===== config.mk =====
export PLATFORM = sky130hd
export DESIGN_NAME = dsp_skid_ctrl
export DESIGN_NICKNAME = d
export VERILOG_FILES = /design/src/rtl/dsp_pkg.sv /design/src/rtl/dsp_sort.sv /design/src/rtl/dsp_lane.sv /design/src/rtl/dsp_skid_ctrl.sv
export SDC_FILE = /design/constraint.sdc
export NUM_CORES = 1
export LEC_CHECK = 0
export BUFFER_PORTS_ARGS = -buffer_cell sky130_fd_sc_hd__buf_2
export CAP_MARGIN = 10
export CORE_MARGIN = 4
export CORE_UTILIZATION = 40
export DETAILED_ROUTE_END_ITERATION = 16
export PLACE_DENSITY_LB_ADDON = 0.1
export SETUP_SLACK_MARGIN = 0.15
export SKIP_CTS_REPAIR_TIMING = 1
export SYNTH_ARGS = -nofsm -noshare
export SYNTH_HDL_FRONTEND = slang
export SYNTH_HIERARCHICAL = 1
export SYNTH_SLANG_ARGS = --single-unit

===== constraint.sdc =====
create_clock -name clk -period 4.17 [get_ports clk]
set_clock_uncertainty 0.05 [all_clocks]
set_input_delay 0.417 -clock clk [delete_from_list [all_inputs] [get_ports clk]]
set_output_delay 0.417 -clock clk [all_outputs]
set_load 0.02 [all_outputs]

===== src/rtl/dsp_pkg.sv =====
package dsp_pkg;

  typedef enum logic [2:0] {
    ST_RUN  = 3'd0,
    ST_BLK  = 3'd1,
    ST_IDLE = 3'd2,
    ST_SSQ  = 3'd3,
    ST_SQG  = 3'd4,
    ST_UNB  = 3'd5
  } dsp_state_e;

endpackage


===== src/rtl/dsp_sort.sv =====
module dsp_sort #(
  parameter int NUM_THR = 2,
  parameter int DISP_W  = 2,
  parameter int INST_W  = 8,
  parameter int TID_W   = 1,
  localparam int IN_CW  = $clog2(DISP_W + 1)
) (
  input  logic [DISP_W-1:0]                 in_valid,
  input  logic [DISP_W*TID_W-1:0]           in_tid,
  input  logic [DISP_W-1:0]                 in_sq,
  input  logic [DISP_W*INST_W-1:0]          in_inst,
  output logic [NUM_THR*DISP_W*INST_W-1:0]  thr_inst,
  output logic [NUM_THR*IN_CW-1:0]          thr_cnt
);

  genvar t;
  generate
    for (t = 0; t < NUM_THR; t++) begin : g_thr
      logic [DISP_W*INST_W-1:0] packed_q;
      int                       k;

      always_comb begin
        packed_q = '0;
        k        = 0;
        for (int i = 0; i < DISP_W; i++) begin
          if (in_valid[i] && !in_sq[i] &&
              in_tid[i*TID_W +: TID_W] == TID_W'(t)) begin
            packed_q[k*INST_W +: INST_W] = in_inst[i*INST_W +: INST_W];
            k = k + 1;
          end
        end
      end

      assign thr_inst[t*DISP_W*INST_W +: DISP_W*INST_W] = packed_q;
      assign thr_cnt[t*IN_CW +: IN_CW]                   = IN_CW'(k);
    end
  endgenerate

endmodule


===== src/rtl/dsp_lane.sv =====
module dsp_lane
  import dsp_pkg::*;
#(
  parameter int DISP_W     = 2,
  parameter int INST_W     = 8,
  parameter int SKID_DEPTH = 4,
  localparam int IN_CW     = $clog2(DISP_W + 1),
  localparam int PTR_W     = $clog2(SKID_DEPTH),
  localparam int CNT_W     = $clog2(SKID_DEPTH + 1)
) (
  input  logic                     clk,
  input  logic                     rst,
  input  logic [DISP_W*INST_W-1:0] inc_inst,
  input  logic [IN_CW-1:0]         inc_cnt,
  input  logic                     stall,
  input  logic                     squash,
  output logic [DISP_W-1:0]        out_valid,
  output logic [DISP_W*INST_W-1:0] out_inst,
  output logic                     block_up,
  output logic                     unblock_up,
  output dsp_state_e               state
);

  logic [INST_W-1:0] mem [SKID_DEPTH];
  logic [PTR_W-1:0]  head_q, head_n;
  logic [CNT_W-1:0]  cnt_q, cnt_n;
  logic              up_blk_q, up_blk_n;
  dsp_state_e        st_q, st_n;

  logic [INST_W-1:0] inc_arr [DISP_W];
  logic [INST_W-1:0] view    [DISP_W];
  logic [DISP_W-1:0] wr_en;
  logic [PTR_W-1:0]  wr_idx  [DISP_W];
  logic              sq_any, go, blk_n, ub_n;
  int                n_in, total, n_pop, rem;

  always_comb begin
    for (int i = 0; i < DISP_W; i++) inc_arr[i] = inc_inst[i*INST_W +: INST_W];
  end

  // Combined queue view: buffered entries first, then this cycle's arrivals.
  always_comb begin
    sq_any = squash || st_q == ST_SSQ || st_q == ST_SQG;
    n_in   = sq_any ? 0 : int'(inc_cnt);
    go     = !stall && !sq_any;
    total  = int'(cnt_q) + n_in;
    n_pop  = go ? ((total < DISP_W) ? total : DISP_W) : 0;
    rem    = total - n_pop;
    for (int j = 0; j < DISP_W; j++) begin
      if (j < int'(cnt_q)) view[j] = mem[PTR_W'(int'(head_q) + j)];
      else                 view[j] = inc_arr[j - int'(cnt_q)];
    end
    for (int i = 0; i < DISP_W; i++) begin
      wr_en[i]  = !sq_any && (i < n_in) && ((int'(cnt_q) + i) >= n_pop);
      wr_idx[i] = PTR_W'(int'(head_q) + int'(cnt_q) + i);
    end
  end

  // Per-thread dispatch state machine; squash outranks every stall.
  always_comb begin
    st_n     = st_q;
    blk_n    = 1'b0;
    ub_n     = 1'b0;
    up_blk_n = up_blk_q;
    cnt_n    = CNT_W'(rem);
    head_n   = PTR_W'(int'(head_q) + n_pop);
    if (squash) begin
      st_n     = ST_SSQ;
      ub_n     = up_blk_q;
      up_blk_n = 1'b0;
      cnt_n    = '0;
    end else begin
      case (st_q)
        ST_SSQ: begin st_n = ST_SQG;  cnt_n = '0; end
        ST_SQG: begin st_n = ST_IDLE; cnt_n = '0; end
        default: begin
          if (stall) begin
            st_n     = ST_BLK;
            blk_n    = !up_blk_q;
            up_blk_n = 1'b1;
          end else if (up_blk_q) begin
            if (rem == 0) begin
              st_n     = ST_RUN;
              ub_n     = 1'b1;
              up_blk_n = 1'b0;
            end else begin
              st_n = ST_UNB;
            end
          end else begin
            st_n = (n_pop > 0) ? ST_RUN : ST_IDLE;
          end
        end
      endcase
    end
  end

  always_ff @(posedge clk) begin
    for (int i = 0; i < DISP_W; i++) begin
      if (wr_en[i]) mem[wr_idx[i]] <= inc_arr[i];
    end
  end

  always_ff @(posedge clk) begin
    if (rst) begin
      st_q       <= ST_IDLE;
      cnt_q      <= '0;
      head_q     <= '0;
      up_blk_q   <= 1'b0;
      out_valid  <= '0;
      out_inst   <= '0;
      block_up   <= 1'b0;
      unblock_up <= 1'b0;
    end else begin
      st_q       <= st_n;
      cnt_q      <= cnt_n;
      head_q     <= head_n;
      up_blk_q   <= up_blk_n;
      block_up   <= blk_n;
      unblock_up <= ub_n;
      for (int j = 0; j < DISP_W; j++) begin
        out_valid[j]                 <= (j < n_pop);
        out_inst[j*INST_W +: INST_W] <= view[j];
      end
    end
  end

  assign state = st_q;

  AST_NO_OVERFLOW: assert property (@(posedge clk) disable iff (rst)
    !sq_any |-> (int'(cnt_q) + int'(inc_cnt)) <= SKID_DEPTH);
  AST_STALL_SILENT: assert property (@(posedge clk) disable iff (rst)
    stall |=> (out_valid == '0));
  AST_BLOCK_STATE: assert property (@(posedge clk) disable iff (rst)
    block_up |-> (st_q == ST_BLK));
  AST_PULSE_EXCL: assert property (@(posedge clk) disable iff (rst)
    !(block_up && unblock_up));
  AST_UNBLOCK_EMPTY: assert property (@(posedge clk) disable iff (rst)
    unblock_up |-> (cnt_q == '0));
  AST_SQUASH_FLUSH: assert property (@(posedge clk) disable iff (rst)
    squash |=> (cnt_q == '0 && st_q == ST_SSQ && out_valid == '0));

endmodule


===== src/rtl/dsp_skid_ctrl.sv =====
module dsp_skid_ctrl
  import dsp_pkg::*;
#(
  parameter int NUM_THR    = 2,
  parameter int DISP_W     = 2,
  parameter int INST_W     = 8,
  parameter int SKID_DEPTH = 4,
  localparam int TID_W     = (NUM_THR > 1) ? $clog2(NUM_THR) : 1,
  localparam int IN_CW     = $clog2(DISP_W + 1)
) (
  input  logic                              clk,
  input  logic                              rst,
  input  logic [DISP_W-1:0]                 in_valid,
  input  logic [DISP_W*TID_W-1:0]           in_tid,
  input  logic [DISP_W-1:0]                 in_sq,
  input  logic [DISP_W*INST_W-1:0]          in_inst,
  input  logic [NUM_THR-1:0]                commit_stall,
  input  logic [NUM_THR-1:0]                iq_full,
  input  logic [NUM_THR-1:0]                lsq_full,
  input  logic [NUM_THR-1:0]                squash,
  output logic [NUM_THR*DISP_W-1:0]         out_valid,
  output logic [NUM_THR*DISP_W*INST_W-1:0]  out_inst,
  output logic [NUM_THR-1:0]                block_up,
  output logic [NUM_THR-1:0]                unblock_up,
  output logic [NUM_THR*3-1:0]              status
);

  logic [NUM_THR*DISP_W*INST_W-1:0] thr_inst;
  logic [NUM_THR*IN_CW-1:0]         thr_cnt;

  dsp_sort #(
    .NUM_THR(NUM_THR), .DISP_W(DISP_W), .INST_W(INST_W), .TID_W(TID_W)
  ) u_sort (
    .in_valid(in_valid), .in_tid(in_tid), .in_sq(in_sq), .in_inst(in_inst),
    .thr_inst(thr_inst), .thr_cnt(thr_cnt)
  );

  genvar t;
  generate
    for (t = 0; t < NUM_THR; t++) begin : g_lane
      dsp_state_e st;

      dsp_lane #(
        .DISP_W(DISP_W), .INST_W(INST_W), .SKID_DEPTH(SKID_DEPTH)
      ) u_lane (
        .clk       (clk),
        .rst       (rst),
        .inc_inst  (thr_inst[t*DISP_W*INST_W +: DISP_W*INST_W]),
        .inc_cnt   (thr_cnt[t*IN_CW +: IN_CW]),
        .stall     (commit_stall[t] | iq_full[t] | lsq_full[t]),
        .squash    (squash[t]),
        .out_valid (out_valid[t*DISP_W +: DISP_W]),
        .out_inst  (out_inst[t*DISP_W*INST_W +: DISP_W*INST_W]),
        .block_up  (block_up[t]),
        .unblock_up(unblock_up[t]),
        .state     (st)
      );

      assign status[t*3 +: 3] = st;
    end
  endgenerate

endmodule


Word level (Yosys, flattened, before mapping)
Memory sizes are Yosys's and may differ from the RTL's. A register that Yosys moved wholly into a read port is not among the register bits.
Index checks and enable logic that the tools add are counted.
{ "word_totals": {"elab_cells": 194, "mem_bits_rw": 64, "n_memories": 2, "regBits": 58} }
{ "mem_list": {"columns": ["name", "depth", "width", "read_ports", "rd_clocked_by_memory_dff", "write_ports", "line", "rtl"], "rows": [
  ["g_lane[0].u_lane.mem", 4, 8, 2, 1, 2, "dsp_lane.sv:24", "logic [INST_W-1:0] mem [SKID_DEPTH];"],
  ["g_lane[1].u_lane.mem", 4, 8, 2, 1, 2, "dsp_lane.sv:24", null]
]} }
{ "op_classes": {"n_lt_le_gt_ge": 24, "addsub": 22, "shift": 4, "n_reduce_logical": 38, "muxes": 70, "bitwise_logic": 12, "eq_ne": 4} }
{ "op_table": {"columns": ["cell", "n"], "rows": [
  ["two-way mux 8 bit", 18],
  [">= comparator 32 x 2 -> 1 bit (second input constant)", 4],
  ["less-than comparator 1 x 32 -> 1 bit (first input constant)", 4],
  ["less-than comparator 2 x 32 -> 1 bit (first input constant)", 4],
  ["two-way mux 32 bit", 4],
  ["NOT 32 bit", 4],
  ["negation 4 -> 33 bit", 2],
  ["variable shift 8 x 33 -> 16 bit (first input constant)", 2],
  ["indexed part select 8 x 33 -> 16 bit", 2],
  [">= comparator 4 x 32 -> 1 bit", 2],
  [">= comparator 5 x 32 -> 1 bit", 2],
  ["greater-than comparator 32 x 1 -> 1 bit (second input constant)", 2],
  ["zero test 32 bit", 2],
  ["less-than comparator 32 x 3 -> 1 bit (second input constant)", 2],
  ["subtractor 32 bit", 2],
  ["bitwise mux 16 bit", 2],
  ["two-way mux 16 bit", 2],
  ["two-way mux 1 bit", 28],
  ["two-way mux 3 bit", 6],
  ["logical AND 1 bit", 16],
  ["two-way mux 2 bit", 8],
  ["subtractor 1 x 3 -> 4 bit (first input constant)", 4],
  ["less-than comparator 1 x 3 -> 1 bit (first input constant)", 4],
  ["one-hot mux 3 bit (2 select lines)", 2],
  ["15 further kinds", 46]
]} }

Logic depth before layout (Yosys ltp)
{ "depth": {"ltp_word": 18, "mapped_depth": 21} }

Hierarchy
Netlist, hierarchy kept.
{ "by_module_without_submodules": {"columns": ["module", "cells_each", "n_inst", "seq_area_each_um2", "area_per_inst_um2"], "rows": [
  ["dsp_lane (g_lane[1].u_lane)", 287, 1, 1541.5, 3535.9],
  ["dsp_lane (g_lane[0].u_lane)", 287, 1, 1541.5, 3534.6],
  ["dsp_sort", 76, 1, 0.0, 571.8],
  ["dsp_skid_ctrl", 2, 1, 0.0, 12.5]
]} }

Worst setup path before layout
OpenSTA, ideal clock, no wires.
{ "synth_path": {"kind": "input to register", "startpoint": "input port in_tid[0]", "endpoint": "memory g_lane[0].u_lane.mem[2][0], enable pin", "n_path_buf": 3, "setup_time_ps": 307, "t_arrival_ps": 4219, "stages": 16, "slack_ps": -406, "path_cell_list": "buf_6 -> or3b_1 -> buf_6 -> xnor2_1 -> and2_1 -> ha_1 -> fa_1 -> nor2_1 -> a21oi_1 -> o21ai_0 -> ha_1 -> a2111oi_0 -> a2111oi_4 -> and3_1 -> buf_6 -> o21bai_1"} }
{ "synth_lines": {"columns": ["element", "line", "rtl"], "rows": [
  ["start, declared", "dsp_skid_ctrl.sv:14", "input logic [DISP_W*TID_W-1:0] in_tid,"],
  ["end, declared", "dsp_lane.sv:24", null]
]} }

==> results.toml <==
[worst_hold_path]
min_delay_path_depth = 2
worst_hold_path_type = "in -> reg"
holdPathEnd = "g_lane[1].u_lane/unblock_up"
hold_start = "squash[1]"

[drt]
wl_um = 20700
route.met3.wl_um = 1000
met1_length_um = 9222
wl_met2_um = 10160
vias_per_cell = 5.699
drt_iter0_markers = 333
ant_nets = 0
drcViolationCount = 0
route.detailed.wl_per_inst_um = 19.92
dr.pass1.iters = 4
via_count = 5921
routed.top_layer = "met4"

[flow_run]
max_cap_viol_count = 0

[grt]
grt_pass1_vias = 6044
grt_max_degree = 53
antenna_found_initial = 0
grt.overflow.total = 0
grt_first_pass_wirelength_um = 33200
grt_use_total_pct = 19.57

[cells_and_area]
stdcell_count = 1039
syn2layout_area_growth_pct = 26.97
drive_gt1_share_pct = 42.98
diodes = 0
num-nets-final = 864
fill_cells = 1664
regArea_um2 = 3093
multi_input_area_um2 = 4537

[clocking]
cts_tree = "done"
clkTransAtPathRegs_ps = 60
clock_sinks = 122
cts_made_buffers = 17
root_buffer = "clkbuf_16"
worstSkewPairLatency_ps = 420
cts_max_level = 4
clock_path_buffers = 2

[worst_setup_path]
reg2reg_to = "g_lane[1].u_lane/mem[0][1]"
worstPathArrival_ps = 3980
required_ps = 4280
r2r-start = "g_lane[1].u_lane/state[1]"
ff2ff_setup_slack_ps = 300
cp-start-kind = "flip-flop"
worst-setup-path-type = "reg -> reg"
cp_max_fo = 8
ff2ff_path_depth = 16
cp-end-kind = "flip-flop"

[floorplan]
fp.dieW_um = 146.3
rows = 50
io_pins = 78
die_h_um = 146.3
core_um2 = 18770
floorplan.initialDensity_pct = 40.79
dieArea_um2 = 21410

[synthesis]
synth_top_area_share_pct = 25.11
ys.flop_type = "edfxtp_1"
synth.most_common_cell = "edfxtp_1"
yosys.area.top_type = "edfxtp_1"
syn_inst = 652
yosys-top-cells-count = "64 x edfxtp_1, 58 x dfxtp_1, 58 x mux2_2"
ys_seq_area_share_pct = 40.27
ys_top_cells_by_area = "edfxtp_1 25%, dfxtp_1 15%, mux4_2 9.4%"
synth-seq-cells = 122
syn_avg_cell_area_um2 = 11.74
synth_cell_types = 56
async_flop_share_pct = 0
yosysWarnings = 6
synth_area_um2 = 7655
synth-edff-count = 64

[place]
portBuffers = 77
place_congestion = 0.8169
dp_hpwl_um = 14410
dpl.cell_count = 998

[sta]
hold_violations = 0
rsz0062_at_grt = "true"
max_clock_freq_ghz = 0.2582
holdWs_ps = 307.3
period_share_pct = 92.87
relSlewSlack_pct = 24.96
fin_crit_ps = 3873
worst_pin_slew_ps = 1126
setup_viol = 0
drv_slew = 0

[pwr]
power_density_nw_per_um2 = 325.5
vdd_drop_max_mv = 0.2601
p_leak_nw = 3.937
finalPower_w = 0.003164

[status]
status = "finished, final reports clean"
layout make-up:
class | instances | area share [%]
multi-input cells | 464 | 46.68
flip-flops and latches | 122 | 31.82
repair buffers | 155 | 11.02
clock buffers | 20 | 4.815
well taps | 234 | 3.012
clock inverters | 12 | 1.416
inverters | 32 | 1.236
flip-flops by register name, indices dropped and copies added (netlist names):
register and cells:
g_lane.u_lane/out_valid 4, g_lane.u_lane/mem 64, g_lane.u_lane/cnt_q 6, g_lane.u_lane/up_blk_q 2, g_lane.u_lane/state 6, g_lane.u_lane/out_inst 32, g_lane.u_lane/head_q 4, g_lane.u_lane/unblock_up 2
g_lane.u_lane/block_up 2
report_power, final:
group,internal (W),switching (W),leakage [nW],total (W)
Combinational,0.000150,0.000201,2.56,0.000351
Sequential,0.00129,0.0000171,1.08,0.00131
Clock,0.000937,0.000568,0.300,0.00151
worst max-delay path by stage:
| stage | startpoint | to | slack [ps] | depth (start not counted) |
|---|---|---|---|---|
| 6_report | g_lane[1].u_lane/state[1] | g_lane[1].u_lane/mem[0][1] | 300 | 16 |
| 5_1_grt | g_lane[1].u_lane/state[1] | g_lane[1].u_lane/unblock_up | 60 | 19 |
| 4_1_cts | g_lane[1].u_lane/state[0] | g_lane[1].u_lane/up_blk_q | -30 | 19 |
| 3_5_place_dp | in_sq[0] | g_lane[0].u_lane/unblock_up | -260 | 19 |
| 3_3_place_gp | in_sq[0] | g_lane[0].u_lane/unblock_up | -140 | 19 |
| 2_1_floorplan | in_tid[0] | g_lane[0].u_lane/mem[0][0] | 100 | 17 |
routing by layer:
metal	up-vias	track usage, %
met3	21	4.345
met4	0	6.068
met1	2983	25.55
met2	159	32.60
met5	-	0
li1	2758	-
layout by cell type, fill, tap and decap left out, types with 5 or more instances in the layout:
cell type  count
buf_2         77
buf_4         70
edfxtp_1      64
mux2_2        58
dfxtp_1       52
nor2_1        47
inv_1         32
mux2i_1       32
mux4_2        32
a211oi_1      32
ha_1          29
nor3_1        21
clkbuf_16     18
nor4_1        12
nor2b_1       12
conb_1        12
xnor2_1       11
nand2b_1      10
nand2_1       10
buf_12         8
and4b_1        8
a31o_2         8
a31o_1         8
xor2_1         6
mux2_1         6
clkinv_4       5
a21oi_1        5
nand2_2        5
and3_1         5
dfxtp_2        5
nor4bb_1       5
cells by family (layout without fill, tap and decap cells):
logic type,after synthesis,after routing,synth area share (%)
compound gates,94,94,9.807
buf+inv,76,219,4.675
mux,128,128,23.01
fa+ha+maj,40,40,7.127
simple gates,172,172,12.95
xor+xnor,18,18,2.059
flops,122,122,40.27
other cells,2,12,0.09811
through the flow:
step                TNS [ps]  worst slack (ps)  cell area, µm²  util (%)
finish                     0             297.2            9719     51.79
global route               0             64.70            9719     51.79
CTS                   -61.12            -28.89            9487     50.55
detailed placement    -11510            -264.4            8881     47.32
global placement       -2078            -140.5            8881     47.32
floorplan                  0             104.6            7824         -
critical path, cell delays in order, from the launching register on:
cell and delay, ps:
dfxtp_4 350, nor3b_4 230, or2_4 170, nor2_4 40, and2_4 160, ha_4 160, fa_2 380, and2_4 160
a21oi_4 180, o21ai_2 90, buf_4 160, ha_1 280, a2111oi_2 410, a2111oi_4 80, and3_1 250, buf_12 160
mux2_1 310
(Power assumes the default switching activity.)
